--- src/rtl/spi_frame_pkg.sv ---
package spi_frame_pkg;
  localparam int unsigned ADDR_MAX_BYTES = 4;

  typedef enum logic [2:0] {
    ST_IDLE,
    ST_OPC,
    ST_ADDR,
    ST_DATA,
    ST_GAP,
    ST_ACK
  } frame_st_e;
endpackage

--- src/rtl/spi_tick_gen.sv ---
module spi_tick_gen #(
  parameter int unsigned HALF_DIV = 2
) (
  input  logic clk_i,
  input  logic rst_ni,
  input  logic run_i,
  output logic tick_o
);
  localparam int unsigned CW = (HALF_DIV < 2) ? 1 : $clog2(HALF_DIV);

  logic [CW-1:0] cnt_q;

  assign tick_o = run_i && (cnt_q == CW'(HALF_DIV - 1));

  always_ff @(posedge clk_i or negedge rst_ni) begin
    if (!rst_ni)      cnt_q <= '0;
    else if (!run_i)  cnt_q <= '0;
    else if (tick_o)  cnt_q <= '0;
    else              cnt_q <= cnt_q + 1'b1;
  end
endmodule

--- src/rtl/spi_byte_shift.sv ---
module spi_byte_shift (
  input  logic       clk_i,
  input  logic       rst_ni,
  input  logic       start_i,
  input  logic [7:0] tx_i,
  input  logic       tick_i,
  input  logic       miso_i,
  output logic       busy_o,
  output logic       done_o,
  output logic [7:0] rx_o,
  output logic       sclk_o,
  output logic       mosi_o
);
  logic       busy_q, sclk_q;
  logic [2:0] bit_q;
  logic [7:0] tx_q, rx_q;

  assign busy_o = busy_q;
  assign sclk_o = sclk_q;
  assign mosi_o = tx_q[7];
  assign rx_o   = rx_q;
  assign done_o = busy_q && tick_i && sclk_q && (bit_q == 3'd7);

  always_ff @(posedge clk_i or negedge rst_ni) begin
    if (!rst_ni) begin
      busy_q <= 1'b0;
      sclk_q <= 1'b0;
      bit_q  <= '0;
      tx_q   <= '0;
      rx_q   <= '0;
    end else if (start_i) begin
      busy_q <= 1'b1;
      sclk_q <= 1'b0;
      bit_q  <= '0;
      tx_q   <= tx_i;
    end else if (busy_q && tick_i) begin
      if (!sclk_q) begin
        sclk_q <= 1'b1;                      // rising: sample
        rx_q   <= {rx_q[6:0], miso_i};
      end else begin
        sclk_q <= 1'b0;                      // falling: shift
        if (bit_q == 3'd7) begin
          busy_q <= 1'b0;
        end else begin
          bit_q <= bit_q + 3'd1;
          tx_q  <= {tx_q[6:0], 1'b0};
        end
      end
    end
  end

  assert_start_idle_R1: assert property (@(posedge clk_i) disable iff (!rst_ni)
    start_i |-> !busy_q);
endmodule

--- src/rtl/spi_frame_ctrl.sv ---
module spi_frame_ctrl
  import spi_frame_pkg::*;
#(
  parameter int unsigned CNT_W   = 16,
  parameter int unsigned GAP_CYC = 8
) (
  input  logic             clk_i,
  input  logic             rst_ni,
  input  logic             req_i,
  input  logic [7:0]       req_opcode_i,
  input  logic             req_has_addr_i,
  input  logic [2:0]       req_addr_bytes_i,
  input  logic [31:0]      req_addr_i,
  input  logic             req_read_i,
  input  logic [CNT_W-1:0] req_count_i,
  output logic             ack_o,
  output logic             cfg_err_o,
  input  logic [7:0]       wdata_i,
  input  logic             wvalid_i,
  output logic             wready_o,
  output logic [7:0]       rdata_o,
  output logic             rvalid_o,
  input  logic             rready_i,
  input  logic             busy_i,
  input  logic             done_i,
  input  logic [7:0]       rx_i,
  output logic             start_o,
  output logic [7:0]       tx_o,
  output logic             cs_no
);
  localparam int unsigned GW = $clog2(GAP_CYC + 1);

  frame_st_e        st_q;
  logic [7:0]       opc_q, rdata_q;
  logic [31:0]      addr_q;
  logic             has_addr_q, read_q, issued_q, cs_q, cfg_err_q, rvalid_q;
  logic [1:0]       idx_q;
  logic [CNT_W-1:0] rem_q;
  logic [GW-1:0]    gap_q;
  logic             bad_cfg, in_byte_st, byte_ok;

  assign bad_cfg = req_has_addr_i &&
                   ((req_addr_bytes_i == 3'd0) || (req_addr_bytes_i > 3'(ADDR_MAX_BYTES)));
  assign in_byte_st = (st_q == ST_OPC) || (st_q == ST_ADDR) || (st_q == ST_DATA);

  always_comb begin
    byte_ok = 1'b1;
    tx_o    = opc_q;
    if (st_q == ST_ADDR) tx_o = addr_q[{idx_q, 3'b000} +: 8];
    if (st_q == ST_DATA) begin
      byte_ok = read_q ? !rvalid_q : wvalid_i;
      tx_o    = read_q ? 8'h00 : wdata_i;
    end
  end

  assign start_o   = in_byte_st && byte_ok && !issued_q && !busy_i;
  assign wready_o  = (st_q == ST_DATA) && !read_q && !issued_q && !busy_i;
  assign ack_o     = (st_q == ST_ACK);
  assign cfg_err_o = cfg_err_q;
  assign cs_no     = cs_q;
  assign rdata_o   = rdata_q;
  assign rvalid_o  = rvalid_q;

  always_ff @(posedge clk_i or negedge rst_ni) begin
    if (!rst_ni) begin
      st_q       <= ST_IDLE;
      opc_q      <= '0;
      addr_q     <= '0;
      has_addr_q <= 1'b0;
      read_q     <= 1'b0;
      idx_q      <= '0;
      rem_q      <= '0;
      issued_q   <= 1'b0;
      cs_q       <= 1'b1;
      cfg_err_q  <= 1'b0;
      gap_q      <= '0;
      rdata_q    <= '0;
      rvalid_q   <= 1'b0;
    end else begin
      cfg_err_q <= 1'b0;
      if (rvalid_q && rready_i) rvalid_q <= 1'b0;
      if (start_o) issued_q <= 1'b1;
      unique case (st_q)
        ST_IDLE: if (req_i && !cfg_err_q) begin
          if (bad_cfg) begin
            cfg_err_q <= 1'b1;
          end else begin
            opc_q      <= req_opcode_i;
            addr_q     <= req_addr_i;
            has_addr_q <= req_has_addr_i;
            read_q     <= req_read_i;
            idx_q      <= 2'(req_addr_bytes_i - 3'd1);
            rem_q      <= req_count_i;
            issued_q   <= 1'b0;
            cs_q       <= 1'b0;
            st_q       <= ST_OPC;
          end
        end
        ST_OPC: if (done_i) begin
          issued_q <= 1'b0;
          if (has_addr_q)          st_q <= ST_ADDR;
          else if (rem_q != '0)    st_q <= ST_DATA;
          else begin st_q <= ST_GAP; cs_q <= 1'b1; end
        end
        ST_ADDR: if (done_i) begin
          issued_q <= 1'b0;
          if (idx_q != 2'd0)       idx_q <= idx_q - 2'd1;
          else if (rem_q != '0)    st_q <= ST_DATA;
          else begin st_q <= ST_GAP; cs_q <= 1'b1; end
        end
        ST_DATA: if (done_i) begin
          issued_q <= 1'b0;
          if (read_q) begin
            rdata_q  <= rx_i;
            rvalid_q <= 1'b1;
          end
          rem_q <= rem_q - 1'b1;
          if (rem_q == CNT_W'(1)) begin st_q <= ST_GAP; cs_q <= 1'b1; end
        end
        ST_GAP: begin
          if (gap_q == GW'(GAP_CYC - 1)) begin
            gap_q <= '0;
            st_q  <= ST_ACK;
          end else begin
            gap_q <= gap_q + 1'b1;
          end
        end
        ST_ACK:  st_q <= ST_IDLE;
        default: st_q <= ST_IDLE;
      endcase
    end
  end

  // checker-only count of cycles with chip select high
  logic [GW-1:0] hi_cnt_q;
  always_ff @(posedge clk_i or negedge rst_ni) begin
    if (!rst_ni)                        hi_cnt_q <= GW'(GAP_CYC);
    else if (!cs_q)                     hi_cnt_q <= '0;
    else if (hi_cnt_q != GW'(GAP_CYC))  hi_cnt_q <= hi_cnt_q + 1'b1;
  end

  assert_cs_gap_R8: assert property (@(posedge clk_i) disable iff (!rst_ni)
    $fell(cs_no) |-> (hi_cnt_q >= GW'(GAP_CYC)));
  assert_cfg_no_frame_R3: assert property (@(posedge clk_i) disable iff (!rst_ni)
    cfg_err_o |-> (cs_no && $past(cs_no)));
  assert_cfg_no_ack_R3: assert property (@(posedge clk_i) disable iff (!rst_ni)
    cfg_err_o |-> !ack_o);
  assert_ack_cs_high_R10: assert property (@(posedge clk_i) disable iff (!rst_ni)
    ack_o |-> cs_no);
  assert_ack_pulse_R10: assert property (@(posedge clk_i) disable iff (!rst_ni)
    ack_o |=> !ack_o);
  assert_wready_in_frame_R11: assert property (@(posedge clk_i) disable iff (!rst_ni)
    wready_o |-> !cs_no);
  assert_rdata_hold_R4: assert property (@(posedge clk_i) disable iff (!rst_ni)
    (rvalid_o && !rready_i) |=> (rvalid_o && $stable(rdata_o)));
endmodule

--- src/rtl/spi_frame_engine.sv ---
module spi_frame_engine #(
  parameter int unsigned HALF_DIV = 2,
  parameter int unsigned CNT_W    = 16
) (
  input  logic             clk_i,
  input  logic             rst_ni,
  input  logic             req_i,
  input  logic [7:0]       req_opcode_i,
  input  logic             req_has_addr_i,
  input  logic [2:0]       req_addr_bytes_i,
  input  logic [31:0]      req_addr_i,
  input  logic             req_read_i,
  input  logic [CNT_W-1:0] req_count_i,
  output logic             ack_o,
  output logic             cfg_err_o,
  input  logic [7:0]       wdata_i,
  input  logic             wvalid_i,
  output logic             wready_o,
  output logic [7:0]       rdata_o,
  output logic             rvalid_o,
  input  logic             rready_i,
  output logic             sclk_o,
  output logic             mosi_o,
  input  logic             miso_i,
  output logic             cs_no
);
  localparam int unsigned GAP_CYC = 4 * HALF_DIV;

  logic       busy, done, tick, start;
  logic [7:0] rx, tx;

  spi_tick_gen #(.HALF_DIV(HALF_DIV)) u_tick (
    .clk_i (clk_i),
    .rst_ni(rst_ni),
    .run_i (busy),
    .tick_o(tick)
  );

  spi_byte_shift u_shift (
    .clk_i  (clk_i),
    .rst_ni (rst_ni),
    .start_i(start),
    .tx_i   (tx),
    .tick_i (tick),
    .miso_i (miso_i),
    .busy_o (busy),
    .done_o (done),
    .rx_o   (rx),
    .sclk_o (sclk_o),
    .mosi_o (mosi_o)
  );

  spi_frame_ctrl #(.CNT_W(CNT_W), .GAP_CYC(GAP_CYC)) u_ctrl (
    .clk_i           (clk_i),
    .rst_ni          (rst_ni),
    .req_i           (req_i),
    .req_opcode_i    (req_opcode_i),
    .req_has_addr_i  (req_has_addr_i),
    .req_addr_bytes_i(req_addr_bytes_i),
    .req_addr_i      (req_addr_i),
    .req_read_i      (req_read_i),
    .req_count_i     (req_count_i),
    .ack_o           (ack_o),
    .cfg_err_o       (cfg_err_o),
    .wdata_i         (wdata_i),
    .wvalid_i        (wvalid_i),
    .wready_o        (wready_o),
    .rdata_o         (rdata_o),
    .rvalid_o        (rvalid_o),
    .rready_i        (rready_i),
    .busy_i          (busy),
    .done_i          (done),
    .rx_i            (rx),
    .start_o         (start),
    .tx_o            (tx),
    .cs_no           (cs_no)
  );

  assert_sclk_idle_R9: assert property (@(posedge clk_i) disable iff (!rst_ni)
    cs_no |-> !sclk_o);
  assert_mosi_stable_R9: assert property (@(posedge clk_i) disable iff (!rst_ni)
    (sclk_o && $past(sclk_o)) |-> $stable(mosi_o));
endmodule

--- config.mk ---
export PLATFORM = sky130hd
export DESIGN_NAME = spi_frame_engine
export DESIGN_NICKNAME = d
export VERILOG_FILES = /design/src/rtl/spi_frame_pkg.sv /design/src/rtl/spi_tick_gen.sv /design/src/rtl/spi_byte_shift.sv /design/src/rtl/spi_frame_ctrl.sv /design/src/rtl/spi_frame_engine.sv
export SDC_FILE = /design/constraint.sdc
export NUM_CORES = 1
export LEC_CHECK = 0
export BUFFER_PORTS_ARGS = -buffer_cell sky130_fd_sc_hd__buf_2
export CORE_MARGIN = 1
export CORE_UTILIZATION = 45
export CTS_CLUSTER_DIAMETER = 100
export CTS_CLUSTER_SIZE = 16
export DETAILED_ROUTE_END_ITERATION = 10
export GPL_TIMING_DRIVEN = 0
export PLACE_DENSITY_LB_ADDON = 0.1
export SETUP_SLACK_MARGIN = 0.1
export SYNTH_ARGS = -nofsm -noshare
export SYNTH_HDL_FRONTEND = slang
export SYNTH_SLANG_ARGS = --single-unit
--- constraint.sdc ---
create_clock -name clk_i -period 2.65 [get_ports clk_i]
set_input_delay 0.3975 -clock clk_i [delete_from_list [all_inputs] [get_ports clk_i]]
set_output_delay 0.3975 -clock clk_i [all_outputs]
set_load 0.01 [all_outputs]
==> summary.md <==
| Metric | Value |
|---|---|
| Final setup violation count | `0` |
| Slowest cell on the critical path | `nor4_1` |
| Least-Margin Pin Slew | `0.973 ns` |
| CTS sink count | `101` |
| Total of warnings raised by yosys | `0` |
| Worst IR drop on VDD | `0.571 mV` |
| DR WL/cell | `17.7 um` |
| H-tree lvl count | `3` |
| Asr flop ratio synth | `100%` |
| Share of cells above drive strength 1 | `35.6%` |
| Worst reg2reg path depth | `6` |
| Routed vias | `3859` |
| Mean Syn Cell Area | `11.5 um2` |
| Most frequent cells in the layout | `100 x dfrtp_1, 94 x buf_2, 59 x mux2_2, 39 x nor2_1, 22 x o21ai_0` |
| Largest net degree at the start of global routing | `55` |
| Cells after Synth | `429` |
| Cts bufs inserted | `9` |
| Final hold violation count | `0` |
| Final min period | `2.42 ns` |
| Pwr Density | `993 nW/um2` |
| GP Congestion | `0.804` |
| ANT cells | `0` |
| TritonCTS clock tree | `yes` |
| Placed inst area | `5600 um2` |
| Setup crit start kind | `register` |
| Synth-to-layout area growth | `17.4%` |
| Max frequency | `413 MHz` |
| Worst flop-to-flop path endpoint | `u_shift.tx_q[3]$_DFFE_PN0P_` |
| Drt drc | `0` |
| Mapped cell area | `4950 um2` |
| Synth area leader | `dfrtp_1` |
| Cell-by-cell trace of the critical path | `buf_2 > nand3b_1 > clkbuf_1 > nor4_1 > buf_2` |
| GRT Util Overall | `22.8%` |
| DIE AREA | `11400 um2` |
| Worst-path maximum fanout | `10` |
| Yosys top cell area share | `50.5%` |
| Crit-path most repeated cell | `buf_2` |
| Data required, critical path | `2.25 ns` |
| Post-DR vias/cell | `5.73` |
| HP Class | `in2async` |
| Post-route cell area | `5810 um2` |
| Crit path DAT | `2.02 ns` |
| Largest cells by area after synthesis | `dfrtp_1 51%, mux2_2 13%, mux4_2 3.6%` |
| IO Count | `90` |
| Die H | `107 um` |
| Core Area | `10500 um2` |
| FP Rows | `37` |
| Syn_nets | `510` |
| Synth cell types | `54` |
| Die width | `107 um` |
| Largest stage delay, worst path | `0.45 ns` |
| Detailed Route Iter0 Violations | `153` |
| First-pass GRT wire length | `19.8 mm` |
| Number of max-cap violations | `0` |
| Sequential share of the synthesized area | `51.1%` |
| Max_slew headroom | `34.2%` |
| Post-synth EDFFs | `0` |
| Worst-skew pair later-pin latency | `0.39 ns` |
| CTS Buffer Depth | `2` |
| WS Path Type | `reg2out` |
| Antenna violations before repair | `2` |
| Final period util | `91.4%` |
| Unrepaired setup endpoints after global routing | `false` |
| Status | `finished clean` |
| Max Slew Vio Count | `0` |
| CTS root buffer | `clkbuf_8` |
| Total congestion overflow | `0` |
| Commonest non-fill, non-tap cell in the layout | `dfrtp_1` |
| First-pass iteration count of the detailed router | `4` |
| FF-to-FF setup slack | `0.31 ns` |
| Lkg Pwr | `2.56 nW` |
| DPL Wire Length | `8.61 mm` |
| Post-route ant nets | `0` |
| Effective utilization at floorplan | `47.1%` |
| Main flop type after synthesis | `dfrtp_1` |
| Worst setup EP type | `primary output` |
| I/O Buffers | `89` |
| Clock Pin Slew Worst Setup and Hold Paths | `0.10 ns` |
| Fillers | `959` |
| Final Net Count | `613` |
| FF+latch count, synth | `101` |
| Worst Skew | `0.0136 ns` |
| Worst r2r src | `u_ctrl.st_q[2]$_DFFE_PN0P_` |
| Vias in the first global route | `3862` |
| Setup TNS | `0 ns` |
| Routed WL | `11.9 mm` |
==> routing by layer <==
layer	up-vias	wire length, um	GRT usage [%]
li1	1822	-	-
met5	-	8	0
met2	100	5510	34.8
met1	1923	5440	30.9
met3	12	838	8.15
met4	2	116	5.28
==> worst max-delay path: cells and delay by family (launching register included) <==
| kind | cells | cell delay, ns |
|---|---|---|
| and+or+nand+nor | 2 | 0.61 |
| DFF | 1 | 0.33 |
| buffers and inverters | 3 | 0.71 |
==> metrics by stage <==
stage / cells / utilization, % / setup WS (ns) / power [mW] / hold WS (ns)
final: 673 / 55.3 / 0.228 / 5.77 / 0.0584
after global routing: 673 / 55.3 / 0.102 / 6.20 / 0.0989
after CTS: 674 / 55.2 / 0.203 / 5.81 / 0.0832
after detailed placement: 655 / 53.3 / -0.0952 / 4.84 / 0.466
after global placement: 654 / 53.0 / -0.0256 / 4.74 / 0.455
after floorplan: 429 / - / 0.417 / 4.18 / 0.102
==> worst max path at each step <==
stage                                               to  slack, ns                         from  depth (start not counted)
after floorplan           u_ctrl.addr_q[0]$_DFFE_PN0P_       0.42   u_ctrl.st_q[0]$_DFFE_PN0P_                          5
after global placement    u_ctrl.rem_q[10]$_DFFE_PN0P_      -0.03   u_ctrl.st_q[0]$_DFFE_PN0P_                          6
after detailed placement   u_ctrl.rem_q[3]$_DFFE_PN0P_       -0.1          req_addr_bytes_i[0]                          6
after CTS                  u_shift.tx_q[5]$_DFFE_PN0P_       0.20  u_ctrl.idx_q[0]$_DFFE_PN0P_                          6
after global routing       u_ctrl.rem_q[1]$_DFFE_PN0P_       0.10          req_addr_bytes_i[1]                          7
final                                         wready_o       0.23   u_ctrl.st_q[0]$_DFFE_PN0P_                          5
==> area by class of cell <==
cell class / instances / area [um2] / share of cell area, %
Buffer: 22 / 96.3 / 1.66
Clock buffer: 11 / 141 / 2.43
Clock inverter: 5 / 41.3 / 0.710
Inverter: 9 / 33.8 / 0.581
Multi-Input combinational cell: 296 / 2300 / 39.6
Sequential cell: 101 / 2530 / 43.5
Tap cell: 136 / 170 / 2.93
Timing Repair Buffer: 93 / 498 / 8.57
==> power by group <==
group          total [mW]  internal, mW  switching [mW]
Combinational        2.15          1.09            1.07
Sequential           2.67          2.20           0.477
Clock               0.942         0.378           0.564
==> Yosys cell counts (3+ instances only) <==
master	instances
nand4_1	4
nand2_1	15
nand3_1	4
or3_1	3
nor3_1	17
buf_2	6
clkbuf_1	16
o2bb2ai_1	5
dfrtp_1	100
mux2i_1	6
o21a_1	5
o21ai_0	22
mux2_2	59
nor2_1	40
ha_1	6
o31ai_1	4
inv_1	8
a221o_1	8
o22a_1	5
mux4_2	8
nor4_1	8
a21oi_1	21
a221oi_1	7
nor4b_1	3
nor3b_1	3
nand2b_1	3
o211ai_1	7
a31oi_1	5
==> cell families after synthesis <==
logic type      Yosys count  share of synthesized area, %
compound gates          102                          14.2
simple gates            112                          11.8
buf+inv                  32                          2.65
fa+ha+maj                 6                          1.52
flops                   101                          51.1
mux                      73                          18.3
xor+xnor                  3                         0.531
==> timing repair <==
action / 4_1_cts / 5_1_grt
hold buffers: 0 / 0
gates resized for setup: 1 / 4
setup endpoints to repair: 53 / 10
pin swaps: 1 / 1
setup buffers: 3 / 0
==> flip-flops by register name, indices dropped and copies added, names as in the netlist, 2 cells and up <==
signal,count
u_ctrl.addr_q,32
u_ctrl.gap_q,4
u_ctrl.idx_q,2
u_ctrl.opc_q,8
u_ctrl.rdata_o,8
u_ctrl.rem_q,16
u_ctrl.st_q,3
u_shift.bit_q,3
u_shift.rx_o,8
u_shift.tx_q,8
Note: power is estimated with default switching activity, not from simulation.
